## src/rtl/dlr_pkg.sv

```systemverilog
package dlr_pkg;

  typedef enum logic {
    LINK_SINGLE = 1'b0,
    LINK_DUAL   = 1'b1
  } link_mode_e;

  typedef struct packed {
    logic active;
    logic sync;
  } phase_t;

endpackage

```

## src/rtl/dlr_wrap_counter.sv

```systemverilog
module dlr_wrap_counter #(
  parameter int W = 8
) (
  input  logic         clk_i,
  input  logic         rst_ni,
  input  logic         step_i,
  input  logic [W-1:0] last_i,
  output logic [W-1:0] cnt_o,
  output logic         wrap_o
);

  assign wrap_o = step_i && (cnt_o == last_i);

  always_ff @(posedge clk_i or negedge rst_ni) begin
    if (!rst_ni)
      cnt_o <= '0;
    else if (wrap_o)
      cnt_o <= '0;
    else if (step_i)
      cnt_o <= cnt_o + 1'b1;
  end

endmodule

```

## src/rtl/dlr_phase_decode.sv

```systemverilog
module dlr_phase_decode
  import dlr_pkg::*;
#(
  parameter int W = 8
) (
  input  logic [W-1:0] cnt_i,
  input  logic [W-1:0] act_len_i,
  input  logic [W-1:0] fp_len_i,
  input  logic [W-1:0] sync_len_i,
  output phase_t       phase_o
);

  // Interval order inside one period: visible, front porch, sync, back porch.
  logic [W-1:0] sync_lo;
  logic [W-1:0] sync_hi;

  assign sync_lo = act_len_i + fp_len_i;
  assign sync_hi = sync_lo + sync_len_i;

  assign phase_o.active = (cnt_i < act_len_i);
  assign phase_o.sync   = (cnt_i >= sync_lo) && (cnt_i < sync_hi);

endmodule

```

## src/rtl/dlr_lane_splitter.sv

```systemverilog
module dlr_lane_splitter #(
  parameter int DW    = 24,
  parameter int XW    = 12,
  parameter int H_ACT = 1080,
  parameter int NCH   = 2
) (
  input  logic                    clk_i,
  input  logic                    rst_ni,
  input  logic                    dual_i,
  input  logic                    req_i,
  input  logic [XW-1:0]           x_i,
  input  logic [DW-1:0]           data_i,
  output logic [NCH-1:0]          valid_o,
  output logic [NCH-1:0][DW-1:0]  data_o
);

  for (genvar i = 0; i < NCH; i++) begin : g_lane
    localparam int LO = i * H_ACT;
    localparam int HI = (i + 1) * H_ACT;

    logic in_span;
    logic pick;

    assign in_span = (int'(x_i) >= LO) && (int'(x_i) < HI);
    assign pick    = req_i && (dual_i ? in_span : (i == 0));

    always_ff @(posedge clk_i or negedge rst_ni) begin
      if (!rst_ni) begin
        valid_o[i] <= 1'b0;
        data_o[i]  <= '0;
      end else begin
        valid_o[i] <= pick;
        if (pick)
          data_o[i] <= data_i;
      end
    end
  end

endmodule

```

## src/rtl/dlr_dual_link_raster.sv

```systemverilog
module dlr_dual_link_raster
  import dlr_pkg::*;
#(
  parameter int H_ACT  = 1080,
  parameter int H_FP   = 32,
  parameter int H_SYNC = 32,
  parameter int H_BP   = 32,
  parameter int V_ACT  = 1920,
  parameter int V_FP   = 8,
  parameter int V_SYNC = 4,
  parameter int V_BP   = 10,
  parameter int DW     = 24,
  parameter bit HS_POL = 1'b0,
  parameter bit VS_POL = 1'b0,
  parameter bit DE_POL = 1'b0,
  localparam int H_TOT1 = H_ACT + H_FP + H_SYNC + H_BP,
  localparam int H_TOT2 = 2 * H_TOT1,
  localparam int V_TOT  = V_ACT + V_FP + V_SYNC + V_BP,
  localparam int XW     = $clog2(H_TOT2 + 1),
  localparam int YW     = $clog2(V_TOT + 1)
) (
  input  logic          clk_i,
  input  logic          rst_ni,
  input  logic          mode_i,
  input  logic [DW-1:0] in_data_i,
  output logic          hsync_o,
  output logic          vsync_o,
  output logic          de_o,
  output logic          req_o,
  output logic [XW-1:0] x_o,
  output logic [YW-1:0] y_o,
  output logic          ch0_valid_o,
  output logic [DW-1:0] ch0_data_o,
  output logic          ch1_valid_o,
  output logic [DW-1:0] ch1_data_o
);

  localparam int NCH        = 2;
  localparam int V_SW_FIRST = V_ACT + V_FP;

  link_mode_e mode_q;
  link_mode_e mode_s1;

  logic [XW-1:0] h_act_len, h_fp_len, h_sync_len, h_last;
  logic [XW-1:0] h_cnt;
  logic [YW-1:0] v_cnt;
  logic          h_wrap;
  logic          v_wrap;
  phase_t        h_ph;
  phase_t        v_ph;
  logic          pix_on;

  // Horizontal limits follow the active link mode.
  always_comb begin
    if (mode_q == LINK_DUAL) begin
      h_act_len  = XW'(2 * H_ACT);
      h_fp_len   = XW'(2 * H_FP);
      h_sync_len = XW'(2 * H_SYNC);
      h_last     = XW'(H_TOT2 - 1);
    end else begin
      h_act_len  = XW'(H_ACT);
      h_fp_len   = XW'(H_FP);
      h_sync_len = XW'(H_SYNC);
      h_last     = XW'(H_TOT1 - 1);
    end
  end

  dlr_wrap_counter #(.W(XW)) u_hcnt (
    .clk_i  (clk_i),
    .rst_ni (rst_ni),
    .step_i (1'b1),
    .last_i (h_last),
    .cnt_o  (h_cnt),
    .wrap_o (h_wrap)
  );

  dlr_wrap_counter #(.W(YW)) u_vcnt (
    .clk_i  (clk_i),
    .rst_ni (rst_ni),
    .step_i (h_wrap),
    .last_i (YW'(V_TOT - 1)),
    .cnt_o  (v_cnt),
    .wrap_o (v_wrap)
  );

  dlr_phase_decode #(.W(XW)) u_hdec (
    .cnt_i      (h_cnt),
    .act_len_i  (h_act_len),
    .fp_len_i   (h_fp_len),
    .sync_len_i (h_sync_len),
    .phase_o    (h_ph)
  );

  dlr_phase_decode #(.W(YW)) u_vdec (
    .cnt_i      (v_cnt),
    .act_len_i  (YW'(V_ACT)),
    .fp_len_i   (YW'(V_FP)),
    .sync_len_i (YW'(V_SYNC)),
    .phase_o    (v_ph)
  );

  assign pix_on = h_ph.active && v_ph.active;

  // The mode is taken only as the raster enters the first vsync line.
  always_ff @(posedge clk_i or negedge rst_ni) begin
    if (!rst_ni)
      mode_q <= LINK_SINGLE;
    else if (h_wrap && !v_wrap && (v_cnt == YW'(V_SW_FIRST - 1)))
      mode_q <= link_mode_e'(mode_i);
  end

  // Registered timing strobes and pixel request.
  always_ff @(posedge clk_i or negedge rst_ni) begin
    if (!rst_ni) begin
      hsync_o <= ~HS_POL;
      vsync_o <= ~VS_POL;
      de_o    <= ~DE_POL;
      req_o   <= 1'b0;
      x_o     <= '0;
      y_o     <= '0;
      mode_s1 <= LINK_SINGLE;
    end else begin
      hsync_o <= h_ph.sync ~^ HS_POL;
      vsync_o <= v_ph.sync ~^ VS_POL;
      de_o    <= pix_on ~^ DE_POL;
      req_o   <= pix_on;
      x_o     <= pix_on ? h_cnt : '0;
      y_o     <= pix_on ? v_cnt : '0;
      mode_s1 <= mode_q;
    end
  end

  logic [NCH-1:0]         lane_valid;
  logic [NCH-1:0][DW-1:0] lane_data;

  dlr_lane_splitter #(
    .DW    (DW),
    .XW    (XW),
    .H_ACT (H_ACT),
    .NCH   (NCH)
  ) u_split (
    .clk_i   (clk_i),
    .rst_ni  (rst_ni),
    .dual_i  (mode_s1 == LINK_DUAL),
    .req_i   (req_o),
    .x_i     (x_o),
    .data_i  (in_data_i),
    .valid_o (lane_valid),
    .data_o  (lane_data)
  );

  assign ch0_valid_o = lane_valid[0];
  assign ch0_data_o  = lane_data[0];
  assign ch1_valid_o = lane_valid[1];
  assign ch1_data_o  = lane_data[1];

endmodule

```

## config.mk

```make
export PLATFORM = sky130hd
export DESIGN_NAME = dlr_dual_link_raster
export DESIGN_NICKNAME = d
export VERILOG_FILES = /design/src/rtl/dlr_pkg.sv /design/src/rtl/dlr_wrap_counter.sv /design/src/rtl/dlr_phase_decode.sv /design/src/rtl/dlr_lane_splitter.sv /design/src/rtl/dlr_dual_link_raster.sv
export SDC_FILE = /design/constraint.sdc
export NUM_CORES = 1
export LEC_CHECK = 0
export ABC_AREA = 1
export BUFFER_PORTS_ARGS = -buffer_cell sky130_fd_sc_hd__buf_4
export CAP_MARGIN = 30
export CORE_MARGIN = 10
export CORE_UTILIZATION = 45
export DETAILED_ROUTE_END_ITERATION = 16
export GPL_ROUTABILITY_DRIVEN = 0
export PLACE_DENSITY = 0.68
export SETUP_SLACK_MARGIN = 0.3
export SLEW_MARGIN = 20
export SYNTH_ARGS = -nofsm -noshare
export SYNTH_HDL_FRONTEND = slang
export SYNTH_SLANG_ARGS = --single-unit
export TNS_END_PERCENT = 100
```

## constraint.sdc

```tcl
create_clock -name clk_i -period 2.8 [get_ports clk_i]
set_clock_uncertainty 0.2 [all_clocks]
set_input_delay 0.28 -clock clk_i [delete_from_list [all_inputs] [get_ports clk_i]]
set_output_delay 0.28 -clock clk_i [all_outputs]
set_load 0.02 [all_outputs]
```

==> results.sh <==
export IMPL_status="completed"
export IMPL_cts_reportedPaths_clkPinSlew_ns=0.09
export IMPL_cp_required_ns=2.90
export IMPL_path_cells="inv_1, ha_1, nand2_1, nor2_1, nor3b_4, buf_4, nand3b_4, nor2_2"
export IMPL_cp_slowest_cell="dfrtp_1"
export IMPL_antennaDiodeCount=0
export IMPL_cap_violations=0
export IMPL_antenna_found_initial=0
export IMPL_cpLargestDelayFamily="simple AND/OR/NAND/NOR gates"
export IMPL_wl_per_cell_um=15.63
export IMPL_htree_levels=3
export IMPL_cts_buffer_depth=2
export IMPL_slew_headroom_pct=63.11
export IMPL_synth_cells=553
export IMPL_final_setup_tns_ns=0
export IMPL_setup_slack_ns=0.5328
export IMPL_critPathBufInv=2
export IMPL_yosysWarnings=0
export IMPL_syn_area_um2=4777
export IMPL_drc=0
export IMPL_clkLatencyLatePin_ns=0.37
export IMPL_synth_yosys_seq_area_share_pct=53.51
export IMPL_placed_cell_area_um2=5620
export IMPL_slowest_delay_ns=0.46
export IMPL_ys_ff_latch=102
export IMPL_fin_crit_sh_pct=80.97
export IMPL_grt_pass1_vias=4113
export IMPL_area_delta_synth_final_pct=27.74
export IMPL_drtIter0Drc=606
export IMPL_grt_overflow_total=0
export IMPL_start_util_pct=46.27
export IMPL_core_area_um2=10320
export IMPL_ir_worst_vdd_mv=0.2387
export IMPL_tightestPinTransition_ns=0.5534
export IMPL_layout_min_cycle_time_ns=2.267
export IMPL_root_buffer="clkbuf_8"
export IMPL_drive_gt1_share_pct=22.87
export IMPL_design_die_area_um2=15140
export IMPL_grt_max_degree=61
export IMPL_fp_dieH_um=123.0
export IMPL_arrival_ns=2.36
export IMPL_routed_wl_um=12790
export IMPL_synth_cell_type_count=35
export IMPL_place_ws_ns=0.4516
export IMPL_rows=37
export IMPL_end_kind="register"
export IMPL_viasPerCell=5.095
export IMPL_synth_edff_count=0
export IMPL_fin_area_um2=6102
export IMPL_clkSinkCount=102
export IMPL_start_kind="register"
export IMPL_hold_ws_ns=0.02704
export IMPL_drt_first_pass_iters=5
export IMPL_wl_met3_um=978
export IMPL_dp_hpwl_um=9069
export IMPL_portBuffers=103
export IMPL_drv_slew=0
export IMPL_vias=4168
export IMPL_rsz0062_at_grt="no"
export IMPL_crit_fanout=11
export IMPL_die_x_um=123.0
export IMPL_met2_length_um=6280
export IMPL_max_freq_mhz=441.1
export IMPL_p_per_area_nw_per_um2=420.8
export IMPL_dr_max_layer_used="met4"
export IMPL_ys_flop_type="dfrtp_1"
export IMPL_cts_buffers=9
export IMPL_grt_pass1_wl_um=20780
export IMPL_grt_total_usage_pct=16.75
export IMPL_crit_type="reg -> reg"
export IMPL_antenna_left=0
export IMPL_setup_viol=0
export IMPL_async_flop_share_pct=100.0
export IMPL_final_hold_violation_count=0
export IMPL_syn_num_nets=590
export IMPL_cts_tree="done"
export IMPL_finalNetCount=714
export IMPL_met1_length_um=5348
export IMPL_p_leak_nw=3.061
export IMPL_ios=104
export IMPL_postSynthAreaPerCell_um2=8.638
export IMPL_min_path_type="in -> reg"
sequential cells by signal (all words and copies together), names as in the netlist:
register         flops
vsync_o              1
y_o                 11
u_split.valid_o      2
u_hcnt.cnt_o        12
mode_q               1
req_o                1
de_o                 1
u_vcnt.cnt_o        11
hsync_o              1
mode_s1              1
u_split.data_o      48
x_o                 12
cells in the final DEF, fill, tap and decap left out, drive strengths merged, types with 2 or more instances in the layout:
| master | netlist | layout |
|---|---|---|
| inv | 54 | 58 |
| clkinv | 0 | 2 |
| o21ai | 13 | 13 |
| a21oi | 6 | 6 |
| nor3 | 11 | 11 |
| nand3 | 53 | 53 |
| dlygate4sd3 | 0 | 25 |
| nand4 | 34 | 34 |
| nand3b | 4 | 5 |
| dfrtp | 99 | 99 |
| nor2 | 57 | 57 |
| dfstp | 3 | 3 |
| nand2 | 176 | 176 |
| ha | 10 | 10 |
| nor3b | 2 | 2 |
| buf | 16 | 110 |
| clkbuf | 7 | 10 |
| xor2 | 5 | 5 |
what timing repair did:
item	in CTS	in global routing
setup buffers	0	2
resized for setup	0	2
setup endpoints to repair	0	24
hold endpoints to repair	88	0
hold buffers	25	0
Yosys cell counts (all sizes together) (4+ instances only):
cell | n | area share [%]
xor2 | 5 | 0.92
nand4 | 34 | 4.5
dfrtp | 99 | 52
buf | 16 | 2.6
o21ai | 13 | 1.4
nand3b | 4 | 0.89
nor3 | 11 | 1.4
a21oi | 6 | 0.86
nand3 | 53 | 5.9
nor2 | 57 | 5.3
nand2 | 176 | 14
ha | 10 | 2.6
inv | 54 | 4.2
clkbuf | 7 | 0.55
worst paths after layout:
check	start	to	slack, ns	depth (start not counted)
worst min-delay path	mode_i	mode_q$_DFFE_PN0P_	0.03	5
max in group asynchronous	rst_ni	hsync_o$_DFF_PN1_	1.40	3
min in group asynchronous	rst_ni	u_split.data_o[38]$_DFFE_PN0P_	0.24	2
worst min register to register	u_split.data_o[2]$_DFFE_PN0P_	u_split.data_o[2]$_DFFE_PN0P_	0.28	2
worst max-delay path	mode_q$_DFFE_PN0P_	y_o[1]$_DFF_PN0_	0.53	8
worst max register to register	mode_q$_DFFE_PN0P_	y_o[1]$_DFF_PN0_	0.53	8
tightest hold or removal path: cells and delay by family:
kind	cells	cell delay [ns]
buffers and inverters	3	0.17
AND/OR/NAND/NOR	2	0.12
kinds of logic after synthesis:
logic type	Yosys count	share of synthesized area, %
flops	102	53.51
fa+ha+maj	10	2.619
xor+xnor	5	0.9167
compound gates	20	2.436
buf+inv	77	7.386
simple gates	339	33.13
cell type report:
cell class                 instances  area, um2
clock buffer                      10      137.6
fill                             885       4222
tap                              136      170.2
sequential                       102       2556
clock inverter                     6      51.30
timing repair buffer             135       1089
inverter                          54      202.7
multi-input combinational        375       1896
power by group:
part           leakage [nW]  internal (W)  switching [W]
combinational          1.76     0.0000806      0.0000862
clock                0.0996      0.000364       0.000536
sequential             1.20       0.00149      0.0000114
routing by layer:
layer  up-vias  GRT usage, %
li1       2025             -
met1      1980         21.65
met5         -             0
met2       148         27.68
met4         0         4.440
met3        15         3.965
through the flow:
stage	total power, W	std cells	utilization (%)
CTS	0.002595	815	58.70
global route	0.002671	818	59.11
global placement	0.001668	774	54.44
floorplan	0.001567	553	-
finish	0.002568	818	59.11
detailed placement	0.001670	774	54.44
Power figures use the tool's default switching activity.
